**config.mk**
```make
export PLATFORM = sky130hd
export DESIGN_NAME = mdu_unit
export DESIGN_NICKNAME = d
export VERILOG_FILES = /design/src/rtl/mdu_pkg.sv /design/src/rtl/mdu_ctrl.sv /design/src/rtl/mdu_datapath.sv /design/src/rtl/mdu_unit.sv
export SDC_FILE = /design/constraint.sdc
export NUM_CORES = 1
export LEC_CHECK = 0
export BUFFER_PORTS_ARGS = -buffer_cell sky130_fd_sc_hd__buf_2
export CAP_MARGIN = 15
export CORE_MARGIN = 2
export CORE_UTILIZATION = 56
export DETAILED_ROUTE_END_ITERATION = 6
export GPL_TIMING_DRIVEN = 0
export HOLD_SLACK_MARGIN = 0.03
export PLACE_DENSITY = 0.88
export SYNTH_ARGS = -nofsm -noshare
export SYNTH_HDL_FRONTEND = slang
export SYNTH_SLANG_ARGS = --single-unit
```
**constraint.sdc**
```tcl
create_clock -name clk -period 2.63 [get_ports clk]
set_input_delay 0.1315 -clock clk [delete_from_list [all_inputs] [get_ports clk]]
set_output_delay 0.1315 -clock clk [all_outputs]
set_load 0.02 [all_outputs]
```
**src/rtl/mdu_pkg.sv**
```systemverilog
// Package: shared register addresses and control bit positions of the
// multiply/divide peripheral. Assumes a 3-bit word address.
package mdu_pkg;
    localparam int        HALF_W   = 16;
    localparam int        ADDR_W   = 3;
    localparam logic [2:0] ADR_A_LO = 3'd0;
    localparam logic [2:0] ADR_A_HI = 3'd1;
    localparam logic [2:0] ADR_B    = 3'd2;
    localparam logic [2:0] ADR_REM  = 3'd3;
    localparam logic [2:0] ADR_CTRL = 3'd4;
    localparam int        BIT_MODE = 0;
    localparam int        BIT_EN   = 7;
endpackage

```
**src/rtl/mdu_ctrl.sv**
```systemverilog
// Module: sequencing of one operation. It holds the mode and enable bits,
// counts a fixed number of steps and emits the delayed one-cycle interrupt.
// Assumes start_i only arrives while busy_o is low.
module mdu_ctrl #(
    parameter int DIV_STEPS = 32,
    parameter int MUL_STEPS = 16
) (
    input  logic clk,
    input  logic rst_n,
    input  logic mode_wr_i,
    input  logic mode_d_i,
    input  logic start_i,
    output logic busy_o,
    output logic mode_o,
    output logic irq_o
);
    localparam int CW = $clog2(DIV_STEPS + 1);

    logic [CW-1:0] cnt;
    logic [CW-1:0] lim;
    logic          last;
    logic          pend;

    // Index of the final step for the current mode.
    always_comb begin
        lim  = mode_o ? CW'(MUL_STEPS - 1) : CW'(DIV_STEPS - 1);
        last = busy_o && (cnt == lim);
    end

    // Mode storage, step counter, busy flag and interrupt pipeline.
    always_ff @(posedge clk) begin
        if (!rst_n) begin
            mode_o <= 1'b0;
            busy_o <= 1'b0;
            cnt    <= '0;
            pend   <= 1'b0;
            irq_o  <= 1'b0;
        end else begin
            if (mode_wr_i) begin
                mode_o <= mode_d_i;
            end
            if (start_i) begin
                busy_o <= 1'b1;
                cnt    <= '0;
            end else if (busy_o) begin
                cnt <= cnt + 1'b1;
                if (last) begin
                    busy_o <= 1'b0;
                end
            end
            pend  <= last;
            irq_o <= pend;
        end
    end
endmodule

```
**src/rtl/mdu_datapath.sv**
```systemverilog
// Module: operand and result storage plus one iteration step per clock.
// Division is restoring shift-subtract with the quotient shifted into A.
// Multiplication is shift-add with the product built in A.
// Assumes bus writes are already gated off while busy.
module mdu_datapath #(
    parameter int HW = 16
) (
    input  logic            clk,
    input  logic            rst_n,
    input  logic            wr_ok_i,
    input  logic [2:0]      addr_i,
    input  logic [HW-1:0]   wdata_i,
    input  logic            start_i,
    input  logic            start_mode_i,
    input  logic            busy_i,
    input  logic            mode_i,
    output logic [2*HW-1:0] a_o,
    output logic [HW-1:0]   b_o,
    output logic [HW-1:0]   rem_o
);
    import mdu_pkg::*;

    logic [HW:0]     trial;
    logic            ge;
    logic [HW:0]     diff;
    logic [HW-1:0]   div_rem;
    logic [2*HW-1:0] div_a;
    logic [HW-1:0]   addend;
    logic [HW:0]     sum;
    logic [2*HW-1:0] mul_a;

    // One restoring division step: shift in the next dividend bit, try the subtract.
    always_comb begin
        trial   = {rem_o, a_o[2*HW-1]};
        ge      = trial >= {1'b0, b_o};
        diff    = trial - {1'b0, b_o};
        div_rem = ge ? diff[HW-1:0] : trial[HW-1:0];
        div_a   = {a_o[2*HW-2:0], ge};
    end

    // One multiply step: add B to the high half if the low bit is set, shift right.
    always_comb begin
        addend = a_o[0] ? b_o : '0;
        sum    = {1'b0, a_o[2*HW-1:HW]} + {1'b0, addend};
        mul_a  = {sum, a_o[HW-1:1]};
    end

    // Register update: initialise on start, iterate while busy, else accept bus writes.
    always_ff @(posedge clk) begin
        if (!rst_n) begin
            a_o   <= '0;
            b_o   <= '0;
            rem_o <= '0;
        end else if (start_i) begin
            if (start_mode_i) begin
                a_o[2*HW-1:HW] <= '0;
            end else begin
                rem_o <= '0;
            end
        end else if (busy_i) begin
            if (mode_i) begin
                a_o <= mul_a;
            end else begin
                a_o   <= div_a;
                rem_o <= div_rem;
            end
        end else if (wr_ok_i) begin
            case (addr_i)
                ADR_A_LO: a_o[HW-1:0]    <= wdata_i;
                ADR_A_HI: a_o[2*HW-1:HW] <= wdata_i;
                ADR_B:    b_o            <= wdata_i;
                default:  ;
            endcase
        end
    end
endmodule

```
**src/rtl/mdu_unit.sv**
```systemverilog
// Module: top of the multiply/divide peripheral. It gates bus writes while an
// operation runs, decodes the start write and drives the read mux.
// Assumes HW >= 8 so that the control bits fit in a word.
module mdu_unit #(
    parameter int HW = mdu_pkg::HALF_W
) (
    input  logic          clk,
    input  logic          rst_n,
    input  logic          wr_en,
    input  logic [2:0]    addr,
    input  logic [HW-1:0] wdata,
    output logic [HW-1:0] rd_data,
    output logic          irq
);
    import mdu_pkg::*;

    localparam int DIV_STEPS = 2 * HW;
    localparam int MUL_STEPS = HW;

    logic            busy;
    logic            mode;
    logic            wr_ok;
    logic            ctrl_wr;
    logic            start;
    logic [2*HW-1:0] a_q;
    logic [HW-1:0]   b_q;
    logic [HW-1:0]   rem_q;

    // Bus write qualification and start decode.
    always_comb begin
        wr_ok   = wr_en && !busy;
        ctrl_wr = wr_ok && (addr == ADR_CTRL);
        start   = ctrl_wr && wdata[BIT_EN];
    end

    mdu_ctrl #(
        .DIV_STEPS(DIV_STEPS),
        .MUL_STEPS(MUL_STEPS)
    ) u_ctrl (
        .clk      (clk),
        .rst_n    (rst_n),
        .mode_wr_i(ctrl_wr),
        .mode_d_i (wdata[BIT_MODE]),
        .start_i  (start),
        .busy_o   (busy),
        .mode_o   (mode),
        .irq_o    (irq)
    );

    mdu_datapath #(
        .HW(HW)
    ) u_dp (
        .clk         (clk),
        .rst_n       (rst_n),
        .wr_ok_i     (wr_ok),
        .addr_i      (addr),
        .wdata_i     (wdata),
        .start_i     (start),
        .start_mode_i(wdata[BIT_MODE]),
        .busy_i      (busy),
        .mode_i      (mode),
        .a_o         (a_q),
        .b_o         (b_q),
        .rem_o       (rem_q)
    );

    // Read mux: registers by address, zero for unused addresses.
    always_comb begin
        rd_data = '0;
        case (addr)
            ADR_A_LO: rd_data = a_q[HW-1:0];
            ADR_A_HI: rd_data = a_q[2*HW-1:HW];
            ADR_B:    rd_data = b_q;
            ADR_REM:  rd_data = rem_q;
            ADR_CTRL: begin
                rd_data[BIT_EN]   = busy;
                rd_data[BIT_MODE] = mode;
            end
            default:  rd_data = '0;
        endcase
    end
endmodule

```
==> out/results.txt <==
die area = 11300 um2
post-route clock period utilization = 97.0%
Mapped Cells = 723
placed instance area = 6240 um2
flop-to-flop setup slack = 0.08 ns
initial core utilization = 57.2%
Max VDD drop = 0.280 mV
total clock sinks = 74
PwrDens = 433 nW/um2
Num CTS Buffers = 9
worst-path cell with the longest stage delay = dfxtp_4
io pins = 39
vias in the first global route = 5631
CP startpoint kind = flop
largest net degree at the start of global routing = 13
Synth Cell Area = 5880 um2
critical path arrival = 2.81 ns
failing checks = DRC
vias per inst = 6.51
Vias = 5959
antenna fix cells = 0
Post-CTS Hold Buffers = 0
# rows = 37
CORE AREA = 10300 um2
Power Total = 2.83 mW
Post-synth EDFFs = 0
global-route wire length before repair = 28500 um
minimum clock period = 2.55 ns
Worst Hold Class = primary input to flop
reg2reg end = u_dp.a_o[28]
CP max stage delay = 0.37 ns
crit-path max FO = 10
Area growth syn-to-layout = 11.2%
DR WL/cell = 19.7 um
Skew-Pair Late Insertion Delay = 0.36 ns
gr ovfl total = 0
MaxCap Viol Count = 0
kind of critical path = flop to flop
crit path capture = u_dp.a_o[28]
clk buf depth = 2
Design Area, Final = 6530 um2
Pre-Repair DR Iteration Count = 7
CP delay by family, top = compound AO/OA/AOI/OAI gates
Non-Filler Instances = 915
Post-route DRC = 1
final setup margin = 0.0793 ns
gp weighted congestion = 1.01
Reg2Reg Depth = 11
Critical Path RT = 2.89 ns
reg-to-reg startpoint = u_dp.a_o[0]
Critical path origin = u_dp.a_o[0]
Max-Slew Margin vs Limit = 47.7%
final hold violation count = 0
DRT Wirelength = 18100 um
Main synth FF type = dfxtp_1
Fin Clk Skew = 0.0120 ns
worst slack, placed = -0.449 ns
Bufs and invs on worst path = 3
worst slew pin tran = 0.784 ns
PortBufs = 38
synth warn = 0
cell breakdown of the critical path = buf_6, nand2_4, inv_1, ha_1, a211o_1, a2111oi_4, buf_4, o311ai_2, a31oi_1, xnor2_1, a41o_1
GR Util All Layers = 31.6%
Post-synth ARST share = 0%
Detail Route Antenna Nets = 0
CP Depth = 11
fraction of layout cells with a size suffix above 1 = 14.0%
initial antenna violation count = 0
syn nets = 780
register bit total from synthesis = 74
Netlist cell types = 72
CTS root buf = clkbuf_8
post-synth top area share = 25.2%
Final Max Slew Viols = 0
CTS tree = yes
nets = 832
drt initial violations = 552
Worst-path clk slew = 0.08 ns
sequential area share after synthesis = 25.2%
Worst Setup End Kind = flop
Die W = 106 um
Pleak = 2.57 nW
die height = 106 um
Yosys top cell by area = dfxtp_1
dpl hpwl = 13900 um
final setup violation count = 0
H-tree levels = 3
fmax = 0.392 GHz
status = finished with violations
Avg Inst Size Synth = 8.13 um2
synth top area cells = dfxtp_1 25%, ha_1 7.0%, mux4_2 5.4%
Fillers = 862
dpl cells = 897
## cells in the final DEF, fill, tap and decap left out, types with 10 or more instances in the layout
cell type / instances
buf_2: 50
a211oi_1: 18
a21boi_1: 17
o211ai_1: 14
ha_1: 33
mux4_2: 14
xnor2_1: 15
o21a_1: 12
dfxtp_1: 72
clkbuf_1: 26
o21ai_1: 17
nor2_1: 50
inv_1: 29
a21o_1: 13
xor2_1: 12
and2_1: 22
a21oi_1: 40
nand3_1: 31
mux2i_1: 19
o21ai_0: 11
nand2_1: 64
nor2b_1: 38
clkbuf_8: 10
## stage by stage
step                setup TNS (ns)  utilization [%]  hold WS, ns
floorplan                        0                -        0.278
global placement             -2.44             60.7        0.406
detailed placement           -2.83             60.7        0.425
CTS                    -0.00000511             63.1       0.0472
global route             -0.000489             63.6       0.0656
finish                           0             63.6       0.0516
## tightest hold or removal path, stage by stage
cell	delay [ns]
buf_2	0.12
nand3_1	0.06
a21boi_1	0.05
## worst min path at each step
stage | startpoint | end | slack (ns) | cells after the start
after floorplan | wdata[10] | u_dp.b_o[10] | 0.28 | 2
after global placement | wdata[2] | u_dp.b_o[2] | 0.41 | 3
after detailed placement | wdata[1] | u_dp.b_o[1] | 0.42 | 3
after CTS | wdata[1] | u_dp.b_o[1] | 0.05 | 3
after global routing | wdata[1] | u_dp.b_o[1] | 0.07 | 3
final | wdata[1] | u_dp.b_o[1] | 0.05 | 3
## per-layer routing
metal,global-route usage [%],share of wire (%),up-vias
li1,-,-,2767
met1,40.8,41,2760
met2,50.7,45,339
met3,5.76,9.3,93
met5,0,0,-
met4,15.4,4.6,0
## logic make-up (layout without fill, tap and decap cells)
logic type | Yosys count | count (layout) | synth area share (%)
and+or+nand+nor | 243 | 243 | 20.4
AOI/OAI and AO/OA | 230 | 230 | 28.1
buffers and inverters | 79 | 135 | 5.52
DFF | 74 | 74 | 25.2
adders and majority gates | 35 | 35 | 7.71
muxes | 35 | 35 | 8.99
xor gates and xnor gates | 27 | 27 | 4.02
## sequential cells by signal, indices dropped and copies added (netlist names)
| name | flops |
|---|---|
| u_dp.b_o | 16 |
| u_ctrl.irq_o | 1 |
| u_ctrl.pend | 1 |
| u_dp.rem_o | 16 |
| u_ctrl.mode_o | 1 |
| u_ctrl.cnt | 6 |
| u_dp.a_o | 32 |
| u_ctrl.busy_o | 1 |
## synthesized netlist by cell type, drive strengths merged, types with 4 or more instances
cell,n
nand4,9
a2bb2oi,6
a22oi,10
o21a,12
o21ai,28
xor2,12
o31ai,7
mux4,14
o2111ai,9
a21oi,44
dfxtp,74
buf,21
nor3,4
o211ai,17
clkbuf,28
nand2,68
xnor2,15
and2,22
o21bai,4
and3,6
a21boi,19
a211o,4
a41oi,6
ha,33
nor2b,39
mux2i,19
nor2,51
a211oi,19
a31oi,6
inv,30
a21o,13
nand3,31
## layout make-up
| class | count | area, um2 | area share (%) |
|---|---|---|---|
| timing repair buffer | 42 | 220 | 3.37 |
| tap | 136 | 170 | 2.61 |
| buffer | 48 | 219 | 3.35 |
| multi-input combinational | 570 | 4110 | 62.9 |
| clock inverter | 4 | 76.3 | 1.17 |
| inverter | 30 | 113 | 1.72 |
| clock buffer | 11 | 141 | 2.16 |
| sequential | 74 | 1490 | 22.8 |
## where the power goes
group          switching, mW  leakage, nW  internal [mW]
Combinational          0.393         1.87          0.240
Clock                  0.450        0.106          0.557
Sequential            0.0387        0.600           1.15
Total                  0.882         2.57           1.94
## what timing repair did
action | CTS | global route
gates cloned | 0 | 0
pin swaps | 4 | 4
gates resized for setup | 7 | 11
buffers inserted | 2 | 2
endpoints found under the setup margin | 12 | 18
Note: power is estimated with default switching activity, not from simulation.
